===== config.mk =====
export PLATFORM = sky130hd
export DESIGN_NAME = pds_sequencer
export DESIGN_NICKNAME = d
export VERILOG_FILES = /design/src/rtl/pds_pkg.sv /design/src/rtl/pds_sync.sv /design/src/rtl/pds_quiet_timer.sv /design/src/rtl/pds_shift_capture.sv /design/src/rtl/pds_sequencer.sv
export SDC_FILE = /design/constraint.sdc
export NUM_CORES = 1
export LEC_CHECK = 0
export ABC_AREA = 1
export BUFFER_PORTS_ARGS = -buffer_cell sky130_fd_sc_hd__buf_2
export CAP_MARGIN = 20
export CELL_PAD_IN_SITES_DETAIL_PLACEMENT = 1
export CELL_PAD_IN_SITES_GLOBAL_PLACEMENT = 2
export CORE_UTILIZATION = 28
export CTS_BUF_LIST = sky130_fd_sc_hd__clkbuf_4
export DETAILED_ROUTE_END_ITERATION = 10
export HOLD_SLACK_MARGIN = 0.15
export MAX_ROUTING_LAYER = met4
export PLACE_DENSITY_LB_ADDON = 0.1
export SLEW_MARGIN = 10
export SYNTH_ARGS = -nofsm -noshare
export SYNTH_HDL_FRONTEND = slang
export SYNTH_HIERARCHICAL = 1
export SYNTH_SLANG_ARGS = --single-unit
export TNS_END_PERCENT = 30

===== constraint.sdc =====
create_clock -name clk -period 1.9 [get_ports clk]
set_clock_uncertainty 0.2 [all_clocks]
set_input_delay 0.38 -clock clk [delete_from_list [all_inputs] [get_ports clk]]
set_output_delay 0.38 -clock clk [all_outputs]
set_load 0.05 [all_outputs]

===== src/rtl/pds_pkg.sv =====
package pds_pkg;
  typedef enum logic [2:0] {
    ST_IDLE,
    ST_ARMED,
    ST_CONV,
    ST_READ,
    ST_DONE,
    ST_BLR
  } pds_state_t;
endpackage


===== src/rtl/pds_sync.sv =====
module pds_sync #(
  parameter int WIDTH = 2
) (
  input  logic             clk,
  input  logic             rst_n,
  input  logic [WIDTH-1:0] async_in,
  output logic [WIDTH-1:0] sync_out
);
  // one independent two-stage chain per input bit
  for (genvar g = 0; g < WIDTH; g++) begin : g_chain
    logic stage1, stage2;
    always_ff @(posedge clk) begin
      if (!rst_n) begin
        stage1 <= 1'b0;
        stage2 <= 1'b0;
      end else begin
        stage1 <= async_in[g];
        stage2 <= stage1;
      end
    end
    assign sync_out[g] = stage2;
  end
endmodule


===== src/rtl/pds_quiet_timer.sv =====
module pds_quiet_timer #(
  parameter int CW = 8
) (
  input  logic          clk,
  input  logic          rst_n,
  input  logic          run,
  input  logic [CW-1:0] limit,
  output logic          done
);
  logic [CW-1:0] cnt;

  always_ff @(posedge clk) begin
    if (!rst_n || !run) cnt <= '0;
    else if (cnt != {CW{1'b1}}) cnt <= cnt + 1'b1;
  end

  assign done = run && (cnt >= limit);

  // the quiet count only grows while running
  assert_quiet_restart_R8: assert property (@(posedge clk) disable iff (!rst_n)
    !run |=> (cnt == '0));
endmodule


===== src/rtl/pds_shift_capture.sv =====
module pds_shift_capture #(
  parameter int BITS = 12
) (
  input  logic            clk,
  input  logic            rst_n,
  input  logic            shift_en,
  input  logic            sdata,
  output logic [BITS-1:0] word
);
  always_ff @(posedge clk) begin
    if (!rst_n) word <= '0;
    else if (shift_en) word <= {word[BITS-2:0], sdata};
  end
endmodule


===== src/rtl/pds_sequencer.sv =====
module pds_sequencer #(
  parameter int ADC_BITS    = 12,
  parameter int CONV_CYCLES = 2,
  parameter int BLR_CYCLES  = 4,
  parameter int QUIET_W     = 8,
  parameter int TMO_W       = 8
) (
  input  logic                clk,
  input  logic                rst_n,
  input  logic                valid_async,
  input  logic                peak_async,
  input  logic                noise_enable,
  input  logic [QUIET_W-1:0]  cfg_quiet_len,
  input  logic [TMO_W-1:0]    cfg_peak_timeout,
  input  logic                adc_sdata,
  output logic                adc_wake,
  output logic                adc_convert,
  output logic                adc_read,
  output logic                blr_reset,
  output logic                timeout_flag,
  output logic [ADC_BITS-1:0] sample_data,
  output logic                sample_is_noise,
  output logic                sample_valid,
  input  logic                sample_ready
);
  import pds_pkg::*;

  localparam int PH_MAX = (ADC_BITS > CONV_CYCLES) ?
                          ((ADC_BITS > BLR_CYCLES) ? ADC_BITS : BLR_CYCLES) :
                          ((CONV_CYCLES > BLR_CYCLES) ? CONV_CYCLES : BLR_CYCLES);
  localparam int PH_W = $clog2(PH_MAX + 1);
  localparam logic [PH_W-1:0] CONV_LAST = PH_W'(CONV_CYCLES - 1);
  localparam logic [PH_W-1:0] READ_LAST = PH_W'(ADC_BITS - 1);
  localparam logic [PH_W-1:0] BLR_LAST  = PH_W'(BLR_CYCLES - 1);

  // synchronized comparators and their previous values
  logic [1:0] sync_v;
  logic       valid_s, peak_s, valid_prev, peak_prev;
  logic       valid_rise, peak_rise;

  pds_sync #(.WIDTH(2)) u_sync (
    .clk      (clk),
    .rst_n    (rst_n),
    .async_in ({peak_async, valid_async}),
    .sync_out (sync_v)
  );
  assign valid_s = sync_v[0];
  assign peak_s  = sync_v[1];

  always_ff @(posedge clk) begin
    if (!rst_n) begin
      valid_prev <= 1'b0;
      peak_prev  <= 1'b0;
    end else begin
      valid_prev <= valid_s;
      peak_prev  <= peak_s;
    end
  end
  assign valid_rise = valid_s && !valid_prev;
  assign peak_rise  = peak_s && !peak_prev;

  // sequencer state
  pds_state_t       state, state_n;
  logic [PH_W-1:0]  phase, phase_n;
  logic [TMO_W-1:0] tmo, tmo_n;
  logic             is_noise, noise_n, tflag_n;
  logic             quiet_done;

  pds_quiet_timer #(.CW(QUIET_W)) u_quiet (
    .clk   (clk),
    .rst_n (rst_n),
    .run   ((state == ST_IDLE) && !valid_s),
    .limit (cfg_quiet_len),
    .done  (quiet_done)
  );

  pds_shift_capture #(.BITS(ADC_BITS)) u_capture (
    .clk      (clk),
    .rst_n    (rst_n),
    .shift_en (state == ST_READ),
    .sdata    (adc_sdata),
    .word     (sample_data)
  );

  always_comb begin
    state_n = state;
    phase_n = phase;
    tmo_n   = tmo;
    noise_n = is_noise;
    tflag_n = 1'b0;
    unique case (state)
      ST_IDLE: begin
        if (valid_rise) begin
          state_n = ST_ARMED;
          tmo_n   = '0;
          noise_n = 1'b0;
        end else if (noise_enable && quiet_done) begin
          state_n = ST_CONV;
          phase_n = '0;
          noise_n = 1'b1;
        end
      end
      ST_ARMED: begin
        if (peak_rise) begin
          state_n = ST_CONV;
          phase_n = '0;
        end else if (tmo == cfg_peak_timeout) begin
          state_n = ST_IDLE;
          tflag_n = 1'b1;
        end else begin
          tmo_n = tmo + 1'b1;
        end
      end
      ST_CONV, ST_READ: begin
        if (is_noise && valid_rise) begin
          state_n = ST_ARMED;
          tmo_n   = '0;
          noise_n = 1'b0;
        end else if (state == ST_CONV) begin
          if (phase == CONV_LAST) begin
            state_n = ST_READ;
            phase_n = '0;
          end else phase_n = phase + 1'b1;
        end else begin
          if (phase == READ_LAST) state_n = ST_DONE;
          else phase_n = phase + 1'b1;
        end
      end
      ST_DONE: begin
        if (sample_ready) begin
          state_n = is_noise ? ST_IDLE : ST_BLR;
          phase_n = '0;
        end
      end
      ST_BLR: begin
        if (phase == BLR_LAST) state_n = ST_IDLE;
        else phase_n = phase + 1'b1;
      end
      default: state_n = ST_IDLE;
    endcase
  end

  always_ff @(posedge clk) begin
    if (!rst_n) begin
      state        <= ST_IDLE;
      phase        <= '0;
      tmo          <= '0;
      is_noise     <= 1'b0;
      timeout_flag <= 1'b0;
    end else begin
      state        <= state_n;
      phase        <= phase_n;
      tmo          <= tmo_n;
      is_noise     <= noise_n;
      timeout_flag <= tflag_n;
    end
  end

  assign adc_wake        = (state == ST_ARMED) || (state == ST_CONV) || (state == ST_READ);
  assign adc_convert     = (state == ST_CONV);
  assign adc_read        = (state == ST_READ);
  assign blr_reset       = (state == ST_BLR);
  assign sample_valid    = (state == ST_DONE);
  assign sample_is_noise = is_noise;

  // an idle pulse start wakes the ADC at the next edge
  assert_wake_follows_valid_R2: assert property (@(posedge clk) disable iff (!rst_n)
    (valid_rise && state == ST_IDLE) |=> adc_wake);

  // readout always follows a conversion strobe
  assert_read_after_conv_R4: assert property (@(posedge clk) disable iff (!rst_n)
    $rose(adc_read) |-> $past(adc_convert));

  // strobes and stream valid never overlap
  assert_strobes_exclusive_R4: assert property (@(posedge clk) disable iff (!rst_n)
    $onehot0({adc_convert, adc_read, blr_reset, sample_valid}));

  // a stalled word holds still
  assert_stall_stable_R5: assert property (@(posedge clk) disable iff (!rst_n)
    (sample_valid && !sample_ready) |=>
      (sample_valid && $stable(sample_data) && $stable(sample_is_noise)));

  // the timeout flag marks the end of a wake window
  assert_timeout_drops_wake_R6: assert property (@(posedge clk) disable iff (!rst_n)
    timeout_flag |-> (!adc_wake && $past(adc_wake)));

  // baseline reset only after an accepted pulse event
  assert_blr_after_event_R7: assert property (@(posedge clk) disable iff (!rst_n)
    $rose(blr_reset) |-> $past(sample_valid && sample_ready && !sample_is_noise));
endmodule


==> impl_metrics.csv <==
group,metric,value,unit
synth,synth-async-reset-ratio,0,
setup_path,cp-end-kind,"flip-flop",
cts,cts_max_path_buffers,2,
setup_path,reg2reg_from,"u_quiet/cnt[7]",
synth,synthTopCellsByCount,"119 x nand2_1, 64 x nor2_1, 62 x inv_1",
floorplan,core_area,9200,µm²
cts,cts.htree.levels,2,
power,p_leak,1.65,nW
run_status,violations,"setup timing",
power,power.total,4.14,mW
global_route,grt_max_degree,25,
routing,drt-total-wl,7.04,mm
min_path,hp-class,"reg -> reg",
floorplan,io_pins,42,
sta,max_slew_margin,0.702,
global_route,grt_first_pass_wirelength,11.9,mm
cells_and_area,fin_util,0.377,
global_route,antenna_found_initial,0,
synth,synth_top_area_share,0.327,
floorplan,initial_utilization,0.287,
routing,num_vias,2623,
sta,tightest_slew,446,ps
routing,ant_nets,0,
routing,firstDrtPassIters,4,
min_path,hold_start,"u_sync/g_chain[1].stage1",
floorplan,die_area,9800,µm²
cells_and_area,drive_gt1_frac,0.282,
cells_and_area,area_growth_syn_to_layout,31.5,%
sta,rsz0062_at_grt,"yes",
global_route,track_usage,0.156,
routing,drtIter0Drc,43,
routing,wl_per_cell,11.9,µm
place,dp_hpwl,5.52,mm
floorplan,fp.dieH,99.0,µm
synth,synth_seq_area_share,0.327,
cts,cts.sinks,43,
place,place_ws,-441,ps
sta,setup_viol,9,
synth,dominantRegCellSynth,"dfxtp_1",
synth,ys_types,30,
sta,worst_slack,-214,ps
sta,fmax,473,MHz
synth,synth.largest_area_cell,"dfxtp_1",
setup_path,rrSetupSlack,-210,ps
synth,synth_warnings,6,
min_path,min_path_cells,2,
setup_path,r2r-end,"state[0]",
cells_and_area,final_nets,516,
cts,clk_pin_slew,150,ps
run_status,status,"finished with violations",
setup_path,crit_required,2000,ps
job,max-cap-violations,0,
power,p_per_area,1190,nW/µm²
cts,clk_latency,360,ps
power,peakVddDrop,0.708,mV
setup_path,rr_worst_depth,14,
cts,root_buffer,"clkbuf_4",
routing,drc,0,
synth,syn_inst,411,
synth,syn_nets,446,
setup_path,crit_fanout,2,
routing,via_per_inst,4.42,
floorplan,die_w,99.0,µm
setup_path,critical_path_class,"reg -> reg",
place,io_buffers,41,
setup_path,startpoint_type,"flip-flop",
cts,cts_made_buffers,5,
cells_and_area,fillCellCount,1203,
global_route,grt_pass1_vias,2574,
cells_and_area,stdcell_count,593,
sta,hold-worst-slack,229,ps
synth,synth_edf_count,0,
sta,fin_crit,2110,ps
sta,final-hold-violation-count,0,
cells_and_area,diodes,0,
synth,synth.area.top_cells,"dfxtp_1 33%, nand2_1 17%, nor2_1 9.1%",
synth,netlist_area,2640,µm²
floorplan,num_rows,35,
synth,synth-seq-cells,43,
sta,finalCritPeriodShare,1.11,
sta,slew_viol_final,0,
synth,yosysMostFrequentCell,"nand2_1",
min_path,min_to,"u_sync/g_chain[1].stage2",
synth,avgSynthCellArea,6.41,µm²
global_route,grt_overflow,0,
place,dp.cells,580,
place,place_congestion,0.818,
setup_path,worst_ep_arrival_time,2220,ps
cts,cts_tree,"yes",
cell usage in the layout (no fill, tap or decap), types with 6 or more instances in the layout:
cell type,synthesis,routed
a21oi_1,17,15
buf_2,1,36
buf_4,2,23
dfxtp_1,43,36
ha_1,12,6
ha_4,0,6
inv_1,62,52
inv_2,5,11
nand2_1,119,115
nand2_2,4,7
nand3_1,21,19
nand4_1,6,6
nor2_1,64,60
nor2_4,4,8
nor3_1,8,8
o21ai_0,9,8
xor2_1,6,6
what timing repair did:
action	CTS	global route
pin swaps	17	13
buffers inserted	0	1
endpoints found under the hold margin	5	0
resized for setup	32	6
setup endpoints to repair	13	20
hold buffers	4	0
where the power goes:
part	leakage (nW)	internal, mW	total, mW	switching, mW
sequential	0.353	1.03	1.15	0.117
combinational	1.25	0.894	2.37	1.48
clock	0.0418	0.282	0.618	0.336
flip-flops by register name (all words and copies together) (netlist names):
name and count:
u_capture/word 12, u_sync/g_chain.stage2 2, peak_prev 1, u_sync/g_chain.stage1 2, tmo 8, u_quiet/cnt 8, timeout_flag 1, state 3
phase 4, valid_prev 1, sample_is_noise 1
per-stage QoR:
| step | setup TNS [ps] | area, µm² |
|---|---|---|
| final | -1260 | 3470 |
| after global routing | -3090 | 3470 |
| after CTS | -1200 | 3430 |
| after detailed placement | -3060 | 3220 |
| after global placement | -2850 | 3220 |
| after floorplan | -105 | 2750 |
cell families (layout without fill, tap and decap cells):
logic type / Yosys count / after routing / share of synthesized area
compound gates: 31 / 31 / 0.0651
xor+xnor: 11 / 11 / 0.0366
fa+ha+maj: 12 / 12 / 0.0570
buf+inv: 76 / 147 / 0.120
flops: 43 / 43 / 0.327
simple gates: 238 / 238 / 0.395
layout make-up:
cell class / count / area (µm²) / area share
timing repair buffer: 69 / 464 / 0.134
inverter: 70 / 288 / 0.0830
multi-input combinational: 292 / 1620 / 0.466
sequential: 43 / 875 / 0.252
clock inverter: 3 / 46.3 / 0.0134
clock buffer: 5 / 37.5 / 0.0108
tap: 111 / 139 / 0.0401
routing by layer:
layer  GRT usage  part of all wire
met2       0.265              0.47
met1       0.195              0.50
met5           -                 0
met4      0.0379            0.0092
met3      0.0220             0.027
worst max path at each step:
stage	startpoint	to	slack, ps	cells after the start
global placement	cfg_quiet_len[5]	phase[1]	-390	15
CTS	u_quiet/cnt[6]	phase[1]	-180	12
detailed placement	cfg_quiet_len[5]	phase[1]	-440	14
finish	u_quiet/cnt[7]	state[0]	-210	14
floorplan	cfg_quiet_len[5]	state[2]	-50	15
global route	u_quiet/cnt[7]	state[2]	-340	15
critical path, cell delays in order (launching register included):
cell	delay (ps)
dfxtp_4	380
ha_4	280
nand2_4	50
nor2_4	110
nand4_1	120
nand3_2	100
nand2_2	60
inv_2	70
nand2_1	50
nand4_1	100
nand3_2	110
nor2_4	120
buf_4	110
nand4_1	70
a21oi_1	140
(Power assumes the default switching activity.)
